$ cat src/rtl/cts_pkg.sv
package cts_pkg;
  localparam int STAT_W  = 32;
  localparam int CNT_LSB = 8;
  localparam int Q_LSB   = 16;
  localparam int ACT_BIT = 4;

  typedef enum logic [1:0] {
    CNT_HOLD = 2'd0,
    CNT_UP   = 2'd1,
    CNT_DOWN = 2'd2
  } cnt_op_e;
endpackage

$ cat src/rtl/cts_ctrl.sv
module cts_ctrl
  import cts_pkg::*;
(
  input  logic    submit_i,
  input  logic    irq_en_i,
  input  logic    chain_en_i,
  input  logic    ret_valid_i,
  input  logic    at_max_i,
  input  logic    at_zero_i,
  output logic    ready_o,
  output cnt_op_e op_o,
  output logic    uflow_o
);
  logic inc;

  // a return frees a slot in the same cycle, so it re-opens the gate
  assign ready_o = !at_max_i || ret_valid_i;
  assign inc     = submit_i && ready_o && (irq_en_i || chain_en_i);
  assign uflow_o = ret_valid_i && at_zero_i && !inc;

  always_comb begin
    op_o = CNT_HOLD;
    if (inc && !ret_valid_i)                   op_o = CNT_UP;
    else if (!inc && ret_valid_i && !at_zero_i) op_o = CNT_DOWN;
  end
endmodule

$ cat src/rtl/cts_counter.sv
module cts_counter
  import cts_pkg::*;
#(
  parameter int CNT_W = 6
) (
  input  logic             clk_i,
  input  logic             rst_ni,
  input  cnt_op_e          op_i,
  input  logic             uflow_i,
  output logic [CNT_W-1:0] cnt_o,
  output logic             at_max_o,
  output logic             at_zero_o,
  output logic             err_o
);
  localparam logic [CNT_W-1:0] CNT_MAX = {CNT_W{1'b1}};

  logic [CNT_W-1:0] cnt_q;
  logic             err_q;

  always_ff @(posedge clk_i or negedge rst_ni) begin
    if (!rst_ni) begin
      cnt_q <= '0;
      err_q <= 1'b0;
    end else begin
      unique case (op_i)
        CNT_UP:   cnt_q <= cnt_q + 1'b1;
        CNT_DOWN: cnt_q <= cnt_q - 1'b1;
        default:  cnt_q <= cnt_q;
      endcase
      if (uflow_i) err_q <= 1'b1;
    end
  end

  assign cnt_o     = cnt_q;
  assign at_max_o  = (cnt_q == CNT_MAX);
  assign at_zero_o = (cnt_q == '0);
  assign err_o     = err_q;
endmodule

$ cat src/rtl/cts_qflags.sv
module cts_qflags #(
  parameter int N_Q = 4
) (
  input  logic           clk_i,
  input  logic           rst_ni,
  input  logic [N_Q-1:0] busy_i,
  output logic [N_Q-1:0] flag_o
);
  for (genvar g = 0; g < N_Q; g++) begin : g_q
    logic flag_q;
    always_ff @(posedge clk_i or negedge rst_ni) begin
      if (!rst_ni) flag_q <= 1'b0;
      else         flag_q <= busy_i[g];
    end
    assign flag_o[g] = flag_q;
  end
endmodule

$ cat src/rtl/cts_status_pack.sv
module cts_status_pack
  import cts_pkg::*;
#(
  parameter int CNT_W = 6,
  parameter int N_Q   = 4
) (
  input  logic [CNT_W-1:0]  cnt_i,
  input  logic [N_Q-1:0]    qflag_i,
  output logic [STAT_W-1:0] word_o
);
  always_comb begin
    word_o                   = '0;
    word_o[CNT_LSB +: CNT_W] = cnt_i;
    word_o[Q_LSB +: N_Q]     = qflag_i;
    word_o[ACT_BIT]          = (|cnt_i) || (|qflag_i);
  end
endmodule

$ cat src/rtl/cmpl_track_stat.sv
module cmpl_track_stat
  import cts_pkg::*;
#(
  parameter int CNT_W = 6,
  parameter int N_Q   = 4
) (
  input  logic              clk_i,
  input  logic              rst_ni,
  input  logic              submit_i,
  input  logic              submit_irq_en_i,
  input  logic              submit_chain_en_i,
  input  logic              ret_valid_i,
  input  logic [N_Q-1:0]    q_busy_i,
  output logic              submit_ready_o,
  output logic [STAT_W-1:0] status_o,
  output logic              err_underflow_o
);
  cnt_op_e          op;
  logic             uflow, at_max, at_zero;
  logic [CNT_W-1:0] cnt;
  logic [N_Q-1:0]   qflag;

  cts_ctrl u_ctrl (
    .submit_i   (submit_i),
    .irq_en_i   (submit_irq_en_i),
    .chain_en_i (submit_chain_en_i),
    .ret_valid_i(ret_valid_i),
    .at_max_i   (at_max),
    .at_zero_i  (at_zero),
    .ready_o    (submit_ready_o),
    .op_o       (op),
    .uflow_o    (uflow)
  );

  cts_counter #(.CNT_W(CNT_W)) u_cnt (
    .clk_i    (clk_i),
    .rst_ni   (rst_ni),
    .op_i     (op),
    .uflow_i  (uflow),
    .cnt_o    (cnt),
    .at_max_o (at_max),
    .at_zero_o(at_zero),
    .err_o    (err_underflow_o)
  );

  cts_qflags #(.N_Q(N_Q)) u_qf (
    .clk_i (clk_i),
    .rst_ni(rst_ni),
    .busy_i(q_busy_i),
    .flag_o(qflag)
  );

  cts_status_pack #(.CNT_W(CNT_W), .N_Q(N_Q)) u_pack (
    .cnt_i  (cnt),
    .qflag_i(qflag),
    .word_o (status_o)
  );
endmodule

$ cat config.mk
export PLATFORM = sky130hd
export DESIGN_NAME = cmpl_track_stat
export DESIGN_NICKNAME = d
export VERILOG_FILES = /design/src/rtl/cts_pkg.sv /design/src/rtl/cts_ctrl.sv /design/src/rtl/cts_counter.sv /design/src/rtl/cts_qflags.sv /design/src/rtl/cts_status_pack.sv /design/src/rtl/cmpl_track_stat.sv
export SDC_FILE = /design/constraint.sdc
export NUM_CORES = 1
export LEC_CHECK = 0
export CAP_MARGIN = 40
export CORE_MARGIN = 10
export CORE_UTILIZATION = 35
export DETAILED_ROUTE_END_ITERATION = 8
export DONT_BUFFER_PORTS = 1
export SLEW_MARGIN = 10
export SYNTH_ARGS = -nofsm -noshare
export SYNTH_HDL_FRONTEND = slang
export SYNTH_SLANG_ARGS = --single-unit
$ cat constraint.sdc
create_clock -name clk_i -period 3.87 [get_ports clk_i]
set_input_delay 0.387 -clock clk_i [delete_from_list [all_inputs] [get_ports clk_i]]
set_output_delay 0.387 -clock clk_i [all_outputs]
set_load 0.01 [all_outputs]
==> impl_metrics.prom, run 1 <==
# TYPE chip_impl_metric gauge
chip_impl_info{name="synth_commonest_cells",value="sky130_fd_sc_hd__buf_4 (25), sky130_fd_sc_hd__dfrtp_1 (11)"} 1
chip_impl_metric{name="vias_in_the_first_global_route",unit=""} 476
chip_impl_metric{name="power.sequential.fraction",unit="%"} 42.6
chip_impl_metric{name="die_w",unit="µm"} 68.4
chip_impl_metric{name="yosys_warnings",unit=""} 0
chip_impl_info{name="worst_setup_path_start_kind",value="flop"} 1
chip_impl_info{name="grt_setup_unrepaired",value="no"} 1
chip_impl_metric{name="nFillCells",unit=""} 229
chip_impl_metric{name="clock_power_share",unit="%"} 13.5
chip_impl_metric{name="netlist_instances",unit=""} 82
chip_impl_metric{name="syn_area",unit="µm²"} 818
chip_impl_info{name="hold_class",value="primary input to flop"} 1
chip_impl_metric{name="ios",unit=""} 44
chip_impl_metric{name="globalRouteTotalUtil",unit="%"} 7.19
chip_impl_info{name="status",value="complete, no violations"} 1
chip_impl_metric{name="drcViolationCount",unit=""} 0
chip_impl_metric{name="postSynthAreaPerCell",unit="µm²"} 9.98
chip_impl_metric{name="areaGrowthSynthToFinish",unit="%"} -5.05
chip_impl_metric{name="cp_max_fo",unit=""} 5
chip_impl_metric{name="drt_first_pass_iters",unit=""} 2
chip_impl_metric{name="final-max-slew-violation-count",unit=""} 0
chip_impl_metric{name="seq_area_frac_synth",unit="%"} 33.6
chip_impl_info{name="ctsRootBufferMaster",value="sky130_fd_sc_hd__clkbuf_4"} 1
chip_impl_metric{name="finClkSkew",unit="ns"} 0.00139
chip_impl_metric{name="first_pass_grt_wire_length",unit="µm"} 2500
chip_impl_info{name="endpoint_kind",value="flop"} 1
chip_impl_metric{name="final_report_hold_violation_count",unit=""} 0
chip_impl_metric{name="timing.setup.tns",unit="ns"} 0
chip_impl_metric{name="synth-async-reset-ratio",unit="%"} 100
chip_impl_metric{name="p_comb_share",unit="%"} 43.8
chip_impl_metric{name="core_area",unit="µm²"} 2210
chip_impl_metric{name="clock_sinks",unit=""} 11
chip_impl_metric{name="min_period",unit="ns"} 2.33
chip_impl_metric{name="insertedDiodeCount",unit=""} 0
chip_impl_metric{name="chipHeight",unit="µm"} 68.4
chip_impl_metric{name="io_buffers",unit=""} 0
chip_impl_info{name="worstSetupPathType",value="flop to flop"} 1
chip_impl_metric{name="routed-via-count",unit=""} 494
chip_impl_metric{name="p_sw",unit="W"} 0.000245
chip_impl_metric{name="cts-root-to-sink-buffers",unit=""} 2
chip_impl_metric{name="report.final.setup_viol",unit=""} 0
chip_impl_metric{name="arrival",unit="ns"} 2.47
chip_impl_metric{name="pin_count_of_the_biggest_net_entering_global_routing",unit=""} 12
chip_impl_metric{name="vias_per_cell",unit=""} 4.49
chip_impl_metric{name="synth.top_cell.area_share",unit="%"} 33.6
chip_impl_metric{name="hold_ws",unit="ns"} 0.146
chip_impl_metric{name="gpl.final_weighted_congestion",unit=""} 0.711
chip_impl_metric{name="grt_antenna_before_repair",unit=""} 0
chip_impl_metric{name="cts_inserted_buffers",unit=""} 3
chip_impl_metric{name="synth_seq_cells",unit=""} 11
chip_impl_metric{name="die_ar",unit="µm²"} 4670
chip_impl_metric{name="synth_enable_flop_cells",unit=""} 0
chip_impl_metric{name="worstSkewPairLatency",unit="ns"} 0.26
chip_impl_metric{name="drtIter0Drc",unit=""} 1
chip_impl_metric{name="timing.final.crit_share",unit="%"} 60.1
chip_impl_info{name="synth_top_flop_cell",value="sky130_fd_sc_hd__dfrtp_1"} 1
chip_impl_metric{name="cts_setup_buffers",unit=""} 0
chip_impl_metric{name="worst_setup_hold_path_clk_slew",unit="ns"} 0.07
chip_impl_metric{name="wl_per_cell",unit="µm"} 15.4
chip_impl_info{name="yosys-top-cells-area",value="sky130_fd_sc_hd__dfrtp_1 (34%), sky130_fd_sc_hd__buf_4 (23%), sky130_fd_sc_hd__ha_1 (6.1%)"} 1
chip_impl_metric{name="synth.lib_cells_used.distinct",unit=""} 26
chip_impl_info{name="yosysTopAreaCell",value="sky130_fd_sc_hd__dfrtp_1"} 1
chip_impl_metric{name="p_leak",unit="nW"} 0.388
chip_impl_metric{name="postRouteWirelength",unit="µm"} 1690
chip_impl_metric{name="timing.max_cap.violations",unit=""} 0
chip_impl_metric{name="worst_ir_drop_vdd",unit="mV"} 0.348
chip_impl_metric{name="critical_path_required",unit="ns"} 4.01
chip_impl_metric{name="drtAntennaViolNets",unit=""} 0
chip_impl_metric{name="power_density",unit="nW/µm²"} 730
chip_impl_info{name="yosys.cell_count.top_type",value="sky130_fd_sc_hd__buf_4"} 1
chip_impl_metric{name="intPower",unit="W"} 0.000323
chip_impl_metric{name="ctsHtreeMaxLevel",unit=""} 1
chip_impl_metric{name="max_freq",unit="MHz"} 430
chip_impl_metric{name="number_of_nets_in_the_layout",unit=""} 98
chip_impl_metric{name="floorplan.rows",unit=""} 17
chip_impl_metric{name="power_switching_share",unit="%"} 43.1
chip_impl_metric{name="place.detailed.hpwl",unit="µm"} 1440
chip_impl_metric{name="drive_above_1_share",unit="%"} 15.9
chip_impl_metric{name="start_util",unit="%"} 37.0
chip_impl_info{name="tritoncts_clock_tree",value="yes"} 1
chip_impl_metric{name="grt-ovfl-total",unit=""} 0
## per-stage QoR
stage | utilization (%) | instance area [µm²] | total power (W) | instances | setup WS, ns
floorplan | - | 893 | 0.000453 | 102 | 1.83
global placement | 33.5 | 741 | 0.000488 | 105 | 1.60
detailed placement | 33.5 | 741 | 0.000497 | 105 | 1.55
CTS | 35.1 | 777 | 0.000580 | 110 | 1.52
global route | 35.1 | 777 | 0.000628 | 110 | 1.31
finish | 35.1 | 777 | 0.000568 | 110 | 1.54
## critical path, cell delays in order (launching register included)
cell and delay, ns:
sky130_fd_sc_hd__dfrtp_1 0.48, sky130_fd_sc_hd__nor2_1 0.17, sky130_fd_sc_hd__nand3_1 0.13, sky130_fd_sc_hd__nand3_2 0.13
sky130_fd_sc_hd__inv_1 0.12, sky130_fd_sc_hd__ha_1 0.33, sky130_fd_sc_hd__a211oi_2 0.22, sky130_fd_sc_hd__o21bai_1 0.11
sky130_fd_sc_hd__a21oi_2 0.21, sky130_fd_sc_hd__mux2i_1 0.21, sky130_fd_sc_hd__mux2i_1 0.09
## final timing paths
check                                    start            endpoint  slack, ns  cells past startpoint
worst max-delay path            u_cnt.cnt_o[1]      u_cnt.cnt_o[5]       1.54                     10
worst max register to register  u_cnt.cnt_o[1]      u_cnt.cnt_o[5]       1.54                     10
worst min register to register     u_cnt.err_o         u_cnt.err_o       0.57                      1
max in group asynchronous               rst_ni      u_cnt.cnt_o[2]       3.02                      1
min in group asynchronous               rst_ni  u_qf.g_q[2].flag_q       0.52                      1
worst min-delay path               q_busy_i[2]  u_qf.g_q[2].flag_q       0.15                      0
## logic make-up after synthesis
group	Yosys count	synth area share (%)
AO/OA/AOI/OAI	11	10.4
XOR/XNOR	4	4.28
adder cells (fa/ha/maj)	5	8.56
buffers and inverters	29	24.8
flip-flops	11	33.6
multiplexers	7	9.02
other	1	0.458
AND/OR/NAND/NOR	14	8.87
## per-layer routing
metal	GRT usage (%)	vias to the layer above	part of all wire, %
li1	-	233	-
met1	7.38	235	34
met2	11.9	26	50
met3	5.55	0	16
met4	0.754	0	0
met5	0	-	0
## state kept, by name (all words and copies together) (netlist names)
name	cells
u_cnt.err_o	1
u_cnt.cnt_o	6
u_qf.g_q.flag_q	4
## power by group through the flow
stage / Clock, W / Sequential, W / Combinational [W]
2_1_floorplan: 0 / 0.000216 / 0.000237
3_3_place_gp: 0 / 0.000247 / 0.000241
3_5_place_dp: 0 / 0.000250 / 0.000247
4_1_cts: 0.0000807 / 0.000247 / 0.000252
5_1_grt: 0.0000908 / 0.000252 / 0.000285
6_report: 0.0000767 / 0.000242 / 0.000249
## layout make-up
cell class / instances / area, µm² / share of cell area, %
inverter: 4 / 15.0 / 1.93
clock buffer: 4 / 26.3 / 3.38
timing repair buffer: 1 / 10.0 / 1.29
sequential: 11 / 275 / 35.4
multi-input combinational: 62 / 415 / 53.5
tap: 28 / 35.0 / 4.51
## layout by cell type (no fill, tap or decap), types with 2 or more instances in the layout
cell type                  Yosys  routed
sky130_fd_sc_hd__a21oi_1       2       2
sky130_fd_sc_hd__inv_1         4       4
sky130_fd_sc_hd__conb_1        1      21
sky130_fd_sc_hd__clkbuf_4      0       3
sky130_fd_sc_hd__nand2_1       3       3
sky130_fd_sc_hd__o21bai_1      2       2
sky130_fd_sc_hd__nor2_1        4       4
sky130_fd_sc_hd__xnor2_1       4       4
sky130_fd_sc_hd__o21ai_2       2       2
sky130_fd_sc_hd__dfrtp_1      11      11
sky130_fd_sc_hd__ha_1          4       4
sky130_fd_sc_hd__mux2_2        3       3
sky130_fd_sc_hd__mux2i_1       4       4
## repair_timing
item / in CTS / in global routing
hold buffers: 1 / 0
endpoints found under the hold margin: 11 / 0
resized for setup: 0 / 0
No activity file was read; power rests on OpenSTA's default activity.
==> run 2: changes to the inputs <==
--- a/config.mk
+++ b/config.mk
@@ -5,6 +5,7 @@
 export SDC_FILE = /design/constraint.sdc
 export NUM_CORES = 1
 export LEC_CHECK = 0
+export ABC_AREA = 1
 export CAP_MARGIN = 40
 export CORE_MARGIN = 10
 export CORE_UTILIZATION = 35
==> constraint.sdc (replaced) <==
create_clock -name clk_i -period 2.3 [get_ports clk_i]
set_input_delay 0.23 -clock clk_i [delete_from_list [all_inputs] [get_ports clk_i]]
set_output_delay 0.23 -clock clk_i [all_outputs]
set_load 0.01 [all_outputs]
==> impl_metrics.prom, run 2 <==
# TYPE chip_impl_metric gauge
chip_impl_metric{name="largest_register_ff_count",unit=""} 6
chip_impl_metric{name="drt_first_pass_iters",unit=""} 4
chip_impl_info{name="yosysTopAreaCell",value="sky130_fd_sc_hd__dfrtp_1"} 1
chip_impl_info{name="layout_commonest_cell",value="sky130_fd_sc_hd__nand2_1"} 1
chip_impl_info{name="hold-path-endpoint",value="u_cnt.err_o"} 1
chip_impl_metric{name="maxSlewHeadroom",unit="%"} 66.8
chip_impl_metric{name="intPower",unit="W"} 0.000596
chip_impl_metric{name="logic_depth_of_the_worst_register_to_register_path",unit=""} 11
chip_impl_metric{name="areaGrowthSynthToFinish",unit="%"} 9.18
chip_impl_metric{name="min_period",unit="ns"} 2.09
chip_impl_metric{name="first_pass_grt_wire_length",unit="µm"} 3530
chip_impl_metric{name="vias_in_the_first_global_route",unit=""} 745
chip_impl_metric{name="p_leak",unit="nW"} 0.512
chip_impl_metric{name="synth.lib_cells_used.distinct",unit=""} 23
chip_impl_metric{name="pin_count_of_the_biggest_net_entering_global_routing",unit=""} 12
chip_impl_info{name="yosys-top-cells-area",value="sky130_fd_sc_hd__dfrtp_1 (32%), sky130_fd_sc_hd__buf_4 (22%), sky130_fd_sc_hd__nand2_1 (9.9%)"} 1
chip_impl_metric{name="routed-via-count",unit=""} 648
chip_impl_info{name="grt_setup_unrepaired",value="no"} 1
chip_impl_metric{name="critical_path_required",unit="ns"} 2.51
chip_impl_metric{name="floorplan.rows",unit=""} 18
chip_impl_metric{name="ios",unit=""} 44
chip_impl_info{name="hold_class",value="primary input to flop"} 1
chip_impl_info{name="grt_most_used_layer",value="met2"} 1
chip_impl_metric{name="postRouteWirelength",unit="µm"} 1960
chip_impl_metric{name="power_switching_share",unit="%"} 45.4
chip_impl_metric{name="die_w",unit="µm"} 69.9
chip_impl_metric{name="final-max-slew-violation-count",unit=""} 0
chip_impl_metric{name="core_area",unit="µm²"} 2430
chip_impl_metric{name="timing.setup.tns",unit="ns"} 0
chip_impl_metric{name="drcViolationCount",unit=""} 0
chip_impl_metric{name="post-route-cell-area",unit="µm²"} 952
chip_impl_metric{name="insertedDiodeCount",unit=""} 0
chip_impl_metric{name="gr-usage-met3",unit="%"} 4.94
chip_impl_info{name="reg2reg_from",value="u_cnt.cnt_o[0]"} 1
chip_impl_metric{name="clock_sinks",unit=""} 11
chip_impl_metric{name="die_ar",unit="µm²"} 4890
chip_impl_metric{name="min_delay_path_depth",unit=""} 1
chip_impl_metric{name="cts_setup_buffers",unit=""} 0
chip_impl_metric{name="worst_ir_drop_vdd",unit="mV"} 0.546
chip_impl_metric{name="chipHeight",unit="µm"} 69.9
chip_impl_metric{name="synth-async-reset-ratio",unit="%"} 100
chip_impl_metric{name="final_report_hold_violation_count",unit=""} 0
chip_impl_metric{name="report.final.setup_viol",unit=""} 0
chip_impl_metric{name="arrival",unit="ns"} 2.30
chip_impl_metric{name="tightestPinTransition",unit="ns"} 0.496
chip_impl_metric{name="vias_per_cell",unit=""} 4.32
chip_impl_metric{name="placed_cell_count",unit=""} 141
chip_impl_metric{name="start_util",unit="%"} 35.9
chip_impl_info{name="worst_r2r_endpoint",value="u_cnt.cnt_o[4]"} 1
chip_impl_info{name="worst_setup_path_start_kind",value="flop"} 1
chip_impl_info{name="tritoncts_clock_tree",value="yes"} 1
chip_impl_info{name="status",value="complete, no violations"} 1
chip_impl_info{name="synth_top_flop_cell",value="sky130_fd_sc_hd__dfrtp_1"} 1
chip_impl_info{name="worstSetupPathType",value="flop to flop"} 1
chip_impl_metric{name="drtAntennaViolNets",unit=""} 0
chip_impl_metric{name="p_comb_share",unit="%"} 58.1
chip_impl_metric{name="drive_above_1_share",unit="%"} 22.5
chip_impl_metric{name="place.detailed.hpwl",unit="µm"} 1640
chip_impl_metric{name="seq_area_frac_synth",unit="%"} 31.6
chip_impl_metric{name="postSynthAreaPerCell",unit="µm²"} 8.07
chip_impl_metric{name="gpl.final_weighted_congestion",unit=""} 0.767
chip_impl_info{name="synth_commonest_cells",value="sky130_fd_sc_hd__buf_4 (25), sky130_fd_sc_hd__nand2_1 (23), sky130_fd_sc_hd__inv_1 (12)"} 1
chip_impl_info{name="layout.cells.most_common_list",value="sky130_fd_sc_hd__nand2_1 (23), sky130_fd_sc_hd__conb_1 (21), sky130_fd_sc_hd__dfrtp_1 (11)"} 1
chip_impl_metric{name="yosys_warnings",unit=""} 0
chip_impl_metric{name="number_of_nets_in_the_layout",unit=""} 136
chip_impl_metric{name="worstSkewPairLatency",unit="ns"} 0.27
chip_impl_metric{name="synth.top_cell.area_share",unit="%"} 31.6
chip_impl_metric{name="grt_antenna_before_repair",unit=""} 0
chip_impl_metric{name="drtIter0Drc",unit=""} 22
chip_impl_metric{name="synth_seq_cells",unit=""} 11
chip_impl_metric{name="met1_grt_util",unit="%"} 9.11
chip_impl_metric{name="ctsHtreeMaxLevel",unit=""} 1
chip_impl_metric{name="wl_per_cell",unit="µm"} 13.1
chip_impl_metric{name="grt-ovfl-total",unit=""} 0
chip_impl_info{name="holdCritStartpoint",value="ret_valid_i"} 1
chip_impl_info{name="yosys.cell_count.top_type",value="sky130_fd_sc_hd__buf_4"} 1
chip_impl_metric{name="cp_max_fo",unit=""} 4
chip_impl_metric{name="clock_power_share",unit="%"} 12.5
chip_impl_metric{name="syn_area",unit="µm²"} 872
chip_impl_metric{name="timing.final.crit_share",unit="%"} 90.7
chip_impl_metric{name="placedInstanceArea",unit="µm²"} 857
chip_impl_info{name="endpoint_kind",value="flop"} 1
chip_impl_metric{name="p_sw",unit="W"} 0.000495
chip_impl_metric{name="synth_enable_flop_cells",unit=""} 0
chip_impl_metric{name="use_met2",unit="%"} 13.1
chip_impl_metric{name="globalRouteTotalUtil",unit="%"} 8.48
chip_impl_metric{name="netlist_instances",unit=""} 108
chip_impl_metric{name="finalNonFillerCells",unit=""} 150
chip_impl_metric{name="timing.reg2reg.setup_slack",unit="ns"} 0.21
chip_impl_metric{name="power.sequential.fraction",unit="%"} 29.3
chip_impl_metric{name="cts-root-to-sink-buffers",unit=""} 2
chip_impl_metric{name="max_freq",unit="MHz"} 480
chip_impl_metric{name="timing.max_cap.violations",unit=""} 0
chip_impl_metric{name="cts_inserted_buffers",unit=""} 3
chip_impl_metric{name="utilization",unit="%"} 39.1
chip_impl_info{name="ctsRootBufferMaster",value="sky130_fd_sc_hd__clkbuf_4"} 1
chip_impl_metric{name="finClkSkew",unit="ns"} 0.00219
chip_impl_metric{name="io_buffers",unit=""} 0
chip_impl_metric{name="worst_setup_hold_path_clk_slew",unit="ns"} 0.08
chip_impl_metric{name="power_density",unit="nW/µm²"} 1140
run 2: changes by cell type after synthesis, sizes merged, moves of 2 or more:
cell    before  now
a21o         2    0
inv          4   13
mux2         3    0
mux2i        4    0
nand2        4   26
nand3        2    5
nor2         4    6
o21ai        3    7
o21bai       2    0
xnor2        4    1
xor2         0    2
run 2: critical path, stage by stage, from the launching register on:
cell and delay, ns:
sky130_fd_sc_hd__dfrtp_1 0.39, sky130_fd_sc_hd__nand2_1 0.09, sky130_fd_sc_hd__nor2_2 0.12, sky130_fd_sc_hd__nand2_2 0.10, sky130_fd_sc_hd__nand2_2 0.11, sky130_fd_sc_hd__nand3_4 0.08, sky130_fd_sc_hd__buf_4 0.17, sky130_fd_sc_hd__fa_1 0.41
sky130_fd_sc_hd__o21ai_0 0.25, sky130_fd_sc_hd__xor2_1 0.18, sky130_fd_sc_hd__nand2_1 0.08, sky130_fd_sc_hd__o21ai_2 0.05
run 2: worst max-delay path by stage:
stage                   startpoint              to
floorplan           u_cnt.cnt_o[1]  u_cnt.cnt_o[5]
global placement    u_cnt.cnt_o[3]  u_cnt.cnt_o[5]
detailed placement  u_cnt.cnt_o[1]  u_cnt.cnt_o[5]
CTS                 u_cnt.cnt_o[1]  u_cnt.cnt_o[5]
global route        u_cnt.cnt_o[0]  u_cnt.cnt_o[4]
finish              u_cnt.cnt_o[0]  u_cnt.cnt_o[4]
run 2: timing repair:
action,in CTS,in global routing
setup endpoints to repair,0,1
endpoints found under the hold margin,15,0
resized for setup,0,5
hold buffers,5,0
run 2: power groups by stage:
| stage | logic [W] | clock network [W] | registers [W] |
|---|---|---|---|
| final | 0.000633 | 0.000137 | 0.000320 |
| after global placement | 0.000588 | 0 | 0.000320 |
| after detailed placement | 0.000601 | 0 | 0.000322 |
| after global routing | 0.000747 | 0.000154 | 0.000331 |
| after floorplan | 0.000417 | 0 | 0.000346 |
| after CTS | 0.000614 | 0.000142 | 0.000319 |
run 2: kinds of logic (layout without fill, tap and decap cells):
family | Yosys count | in the layout | synth area share (%)
adder cells (fa/ha/maj) | 5 | 5 | 8.03
XOR/XNOR | 3 | 3 | 3.01
other | 1 | 21 | 0.430
AO/OA/AOI/OAI | 11 | 11 | 8.75
flip-flops | 11 | 11 | 31.6
AND/OR/NAND/NOR | 39 | 39 | 21.1
buffers and inverters | 38 | 30 | 27.1
run 2: final cells by class:
cell class	count	area (µm²)
Fill cell	265	1480
Multi-Input combinational cell	79	453
Sequential cell	11	275
Timing Repair Buffer	13	110
Inverter	13	48.8
Tap cell	30	37.5
Clock buffer	3	22.5
Clock inverter	1	5.00
run 2: metrics by stage:
stage                     total power [W]  hold WS, ns  worst slack (ns)
after floorplan                  0.000763      -0.0656             0.265
after global placement           0.000908      -0.0653             0.253
after detailed placement         0.000922      -0.0652             0.180
after CTS                         0.00107        0.109             0.165
after global routing              0.00123        0.102            0.0106
final                             0.00109        0.113             0.215
run 2: routing by layer:
layer	vias to the layer above	part of all wire (%)	wire length [µm]
li1	316	-	-
met1	296	38	753
met2	36	47	913
met3	0	15	295
met4	0	0	0
met5	-	0	0
==> run 3: changes to the inputs <==
--- a/config.mk
+++ b/config.mk
@@ -11,6 +11,7 @@
 export CORE_UTILIZATION = 35
 export DETAILED_ROUTE_END_ITERATION = 8
 export DONT_BUFFER_PORTS = 1
+export PLACE_DENSITY = 0.52
 export SLEW_MARGIN = 10
 export SYNTH_ARGS = -nofsm -noshare
 export SYNTH_HDL_FRONTEND = slang
==> impl_metrics.prom, run 3 (synthesized netlist as in run 2, its figures left out) <==
# TYPE chip_impl_metric gauge
chip_impl_info{name="status",value="complete, no violations"} 1
chip_impl_metric{name="report.final.setup_viol",unit=""} 0
chip_impl_metric{name="timing.setup.tns",unit="ns"} 0
chip_impl_metric{name="grt_antenna_before_repair",unit=""} 0
chip_impl_info{name="critical_path.top_delay_family",value="simple AND/OR/NAND/NOR gates"} 1
chip_impl_metric{name="grt-ovfl-total",unit=""} 0
chip_impl_info{name="crit_path_top_delay_cell",value="sky130_fd_sc_hd__dfrtp_1"} 1
chip_impl_info{name="worst_setup_path_start_kind",value="flop"} 1
chip_impl_metric{name="chipHeight",unit="µm"} 69.9
chip_impl_metric{name="timing.reg2reg.setup_slack",unit="ns"} 0.26
chip_impl_metric{name="p_sw",unit="W"} 0.000484
chip_impl_metric{name="postRouteWirelength",unit="µm"} 1860
chip_impl_metric{name="hold_ws",unit="ns"} 0.127
chip_impl_metric{name="gpl.final_weighted_congestion",unit=""} 0.804
chip_impl_metric{name="drive_above_1_share",unit="%"} 22.5
chip_impl_metric{name="largest_register_ff_count",unit=""} 6
chip_impl_metric{name="timing.max_cap.violations",unit=""} 0
chip_impl_metric{name="power_switching_share",unit="%"} 44.8
chip_impl_info{name="layout_commonest_cell",value="sky130_fd_sc_hd__nand2_1"} 1
chip_impl_metric{name="final_report_hold_violation_count",unit=""} 0
chip_impl_metric{name="tightestPinTransition",unit="ns"} 0.506
chip_impl_metric{name="die_ar",unit="µm²"} 4890
chip_impl_info{name="ctsRootBufferMaster",value="sky130_fd_sc_hd__clkbuf_4"} 1
chip_impl_info{name="worstSetupPathType",value="flop to flop"} 1
chip_impl_info{name="reg2reg_from",value="u_cnt.cnt_o[1]"} 1
chip_impl_metric{name="drtIter0Drc",unit=""} 16
chip_impl_metric{name="areaGrowthSynthToFinish",unit="%"} 9.18
chip_impl_metric{name="place.detailed.hpwl",unit="µm"} 1560
chip_impl_metric{name="cts_inserted_buffers",unit=""} 3
chip_impl_metric{name="drtAntennaViolNets",unit=""} 0
chip_impl_info{name="grt_setup_unrepaired",value="no"} 1
chip_impl_metric{name="pin_count_of_the_biggest_net_entering_global_routing",unit=""} 12
chip_impl_metric{name="wl_per_cell",unit="µm"} 12.4
chip_impl_metric{name="io_buffers",unit=""} 0
chip_impl_metric{name="intPower",unit="W"} 0.000595
chip_impl_metric{name="min_period",unit="ns"} 2.04
chip_impl_metric{name="cp_num_buf_inv",unit=""} 1
chip_impl_metric{name="maxSlewHeadroom",unit="%"} 66.2
chip_impl_metric{name="p_comb_share",unit="%"} 57.9
chip_impl_metric{name="routed-via-count",unit=""} 610
chip_impl_metric{name="critPathMaxStageDelay",unit="ns"} 0.40
chip_impl_metric{name="insertedDiodeCount",unit=""} 0
chip_impl_metric{name="power.sequential.fraction",unit="%"} 30.0
chip_impl_metric{name="critical_path_required",unit="ns"} 2.50
chip_impl_metric{name="cts-root-to-sink-buffers",unit=""} 2
chip_impl_info{name="worst_r2r_endpoint",value="u_cnt.cnt_o[4]"} 1
chip_impl_metric{name="final-seq-area",unit="µm²"} 275
chip_impl_metric{name="vias_per_cell",unit=""} 4.07
chip_impl_metric{name="first_pass_grt_wire_length",unit="µm"} 3330
chip_impl_metric{name="nFillCells",unit=""} 248
chip_impl_info{name="tritoncts_clock_tree",value="yes"} 1
chip_impl_metric{name="finClkSkew",unit="ns"} 0.000388
chip_impl_metric{name="clock_power_share",unit="%"} 12.1
chip_impl_metric{name="p_leak",unit="nW"} 0.512
chip_impl_metric{name="utilization",unit="%"} 39.1
chip_impl_info{name="crit_path_cell_trace",value="nand2_1 -> nor2_2 -> nand2_2 -> nand2_2 -> nand3_4 -> buf_4 -> fa_1 -> o21ai_0 -> xor2_1 -> nand2_1 -> o21ai_2"} 1
chip_impl_metric{name="post_placement_setup_slack",unit="ns"} 0.157
chip_impl_info{name="layout.cells.most_common_list",value="sky130_fd_sc_hd__nand2_1 (23), sky130_fd_sc_hd__conb_1 (21), sky130_fd_sc_hd__dfrtp_1 (11)"} 1
chip_impl_info{name="endpoint_kind",value="flop"} 1
chip_impl_metric{name="start_util",unit="%"} 35.9
chip_impl_metric{name="die_w",unit="µm"} 69.9
chip_impl_metric{name="drcViolationCount",unit=""} 0
chip_impl_metric{name="final-max-slew-violation-count",unit=""} 0
chip_impl_metric{name="arrival",unit="ns"} 2.23
chip_impl_metric{name="worstSkewPairLatency",unit="ns"} 0.26
chip_impl_metric{name="min_delay_path_depth",unit=""} 1
chip_impl_metric{name="power_density",unit="nW/µm²"} 1130
chip_impl_metric{name="logic_depth_of_the_worst_register_to_register_path",unit=""} 11
chip_impl_metric{name="drt_first_pass_iters",unit=""} 4
chip_impl_metric{name="clock_sinks",unit=""} 11
chip_impl_metric{name="worst_ir_drop_vdd",unit="mV"} 0.511
chip_impl_metric{name="max_freq",unit="MHz"} 491
chip_impl_metric{name="floorplan.rows",unit=""} 18
chip_impl_metric{name="ctsHtreeMaxLevel",unit=""} 1
chip_impl_info{name="hold-path-endpoint",value="u_cnt.err_o"} 1
chip_impl_metric{name="globalRouteTotalUtil",unit="%"} 8.04
chip_impl_info{name="hold_class",value="primary input to flop"} 1
chip_impl_metric{name="multiInputGateArea",unit="µm²"} 453
chip_impl_metric{name="ios",unit=""} 44
chip_impl_metric{name="cts_setup_buffers",unit=""} 0
chip_impl_metric{name="core_area",unit="µm²"} 2430
chip_impl_metric{name="cp_max_fo",unit=""} 4
chip_impl_metric{name="vias_in_the_first_global_route",unit=""} 673
chip_impl_info{name="holdCritStartpoint",value="ret_valid_i"} 1
chip_impl_metric{name="number_of_nets_in_the_layout",unit=""} 136
chip_impl_metric{name="timing.final.crit_share",unit="%"} 88.6
chip_impl_metric{name="min_setup_slack_post_route",unit="ns"} 0.262
chip_impl_metric{name="worst_setup_hold_path_clk_slew",unit="ns"} 0.07
-- run 3: cell counts in the layout (fill, tap and decap cells not counted) --
No cell type changed its count.
-- run 3: timing repair --
item | 4_1_cts | 5_1_grt
setup endpoints to repair | 0 | 1
hold buffers | 5 | 0
resized for setup | 0 | 5
endpoints found under the hold margin | 15 | 0
-- run 3: area by class of cell --
type	count	share of cell area (%)
Sequential cell	11	28.9
Clock buffer	3	2.37
Clock inverter	1	0.526
Multi-Input combinational cell	79	47.6
Tap cell	30	3.94
Timing Repair Buffer	13	11.6
Inverter	13	5.12
-- run 3: worst max-delay path by stage --
| stage | cells after the start | to | slack, ns | start |
|---|---|---|---|---|
| floorplan | 15 | u_cnt.cnt_o[5] | 0.26 | u_cnt.cnt_o[1] |
| finish | 11 | u_cnt.cnt_o[4] | 0.26 | u_cnt.cnt_o[1] |
| global placement | 15 | u_cnt.cnt_o[5] | 0.15 | u_cnt.cnt_o[1] |
| global route | 14 | u_cnt.cnt_o[5] | 0.02 | u_cnt.cnt_o[2] |
| CTS | 14 | u_cnt.cnt_o[5] | 0.13 | u_cnt.cnt_o[1] |
| detailed placement | 15 | u_cnt.cnt_o[5] | 0.16 | u_cnt.cnt_o[1] |
-- run 3: power by group through the flow --
stage          Sequential, W  Clock, W  Combinational, W
2_1_floorplan       0.000346         0          0.000417
3_3_place_gp        0.000326         0          0.000584
3_5_place_dp        0.000327         0          0.000590
4_1_cts             0.000325  0.000136          0.000607
5_1_grt             0.000335  0.000149          0.000729
6_report            0.000324  0.000130          0.000625
-- run 3: worst register-to-register path: stages, from the launching register on --
cell	delay, ns
sky130_fd_sc_hd__dfrtp_1	0.40
sky130_fd_sc_hd__nand2_1	0.08
sky130_fd_sc_hd__nor2_2	0.12
sky130_fd_sc_hd__nand2_2	0.10
sky130_fd_sc_hd__nand2_2	0.11
sky130_fd_sc_hd__nand3_4	0.07
sky130_fd_sc_hd__buf_4	0.16
sky130_fd_sc_hd__fa_1	0.39
sky130_fd_sc_hd__o21ai_0	0.22
sky130_fd_sc_hd__xor2_1	0.16
sky130_fd_sc_hd__nand2_1	0.08
sky130_fd_sc_hd__o21ai_2	0.06
-- run 3: metrics by stage --
stage | power [W] | cell area [µm²] | std cells
after floorplan | 0.000763 | 947 | 128
after global placement | 0.000910 | 857 | 141
after detailed placement | 0.000917 | 857 | 141
after CTS | 0.00107 | 935 | 150
after global routing | 0.00121 | 952 | 150
final | 0.00108 | 952 | 150
-- run 3: per-layer routing --
| layer | GRT usage [%] | up-vias | part of all wire, % |
|---|---|---|---|
| met5 | 0 | - | 0 |
| met3 | 4.38 | 5 | 13 |
| li1 | - | 314 | - |
| met2 | 12.3 | 28 | 45 |
| met4 | 3.95 | 0 | 2.2 |
| met1 | 8.82 | 263 | 40 |
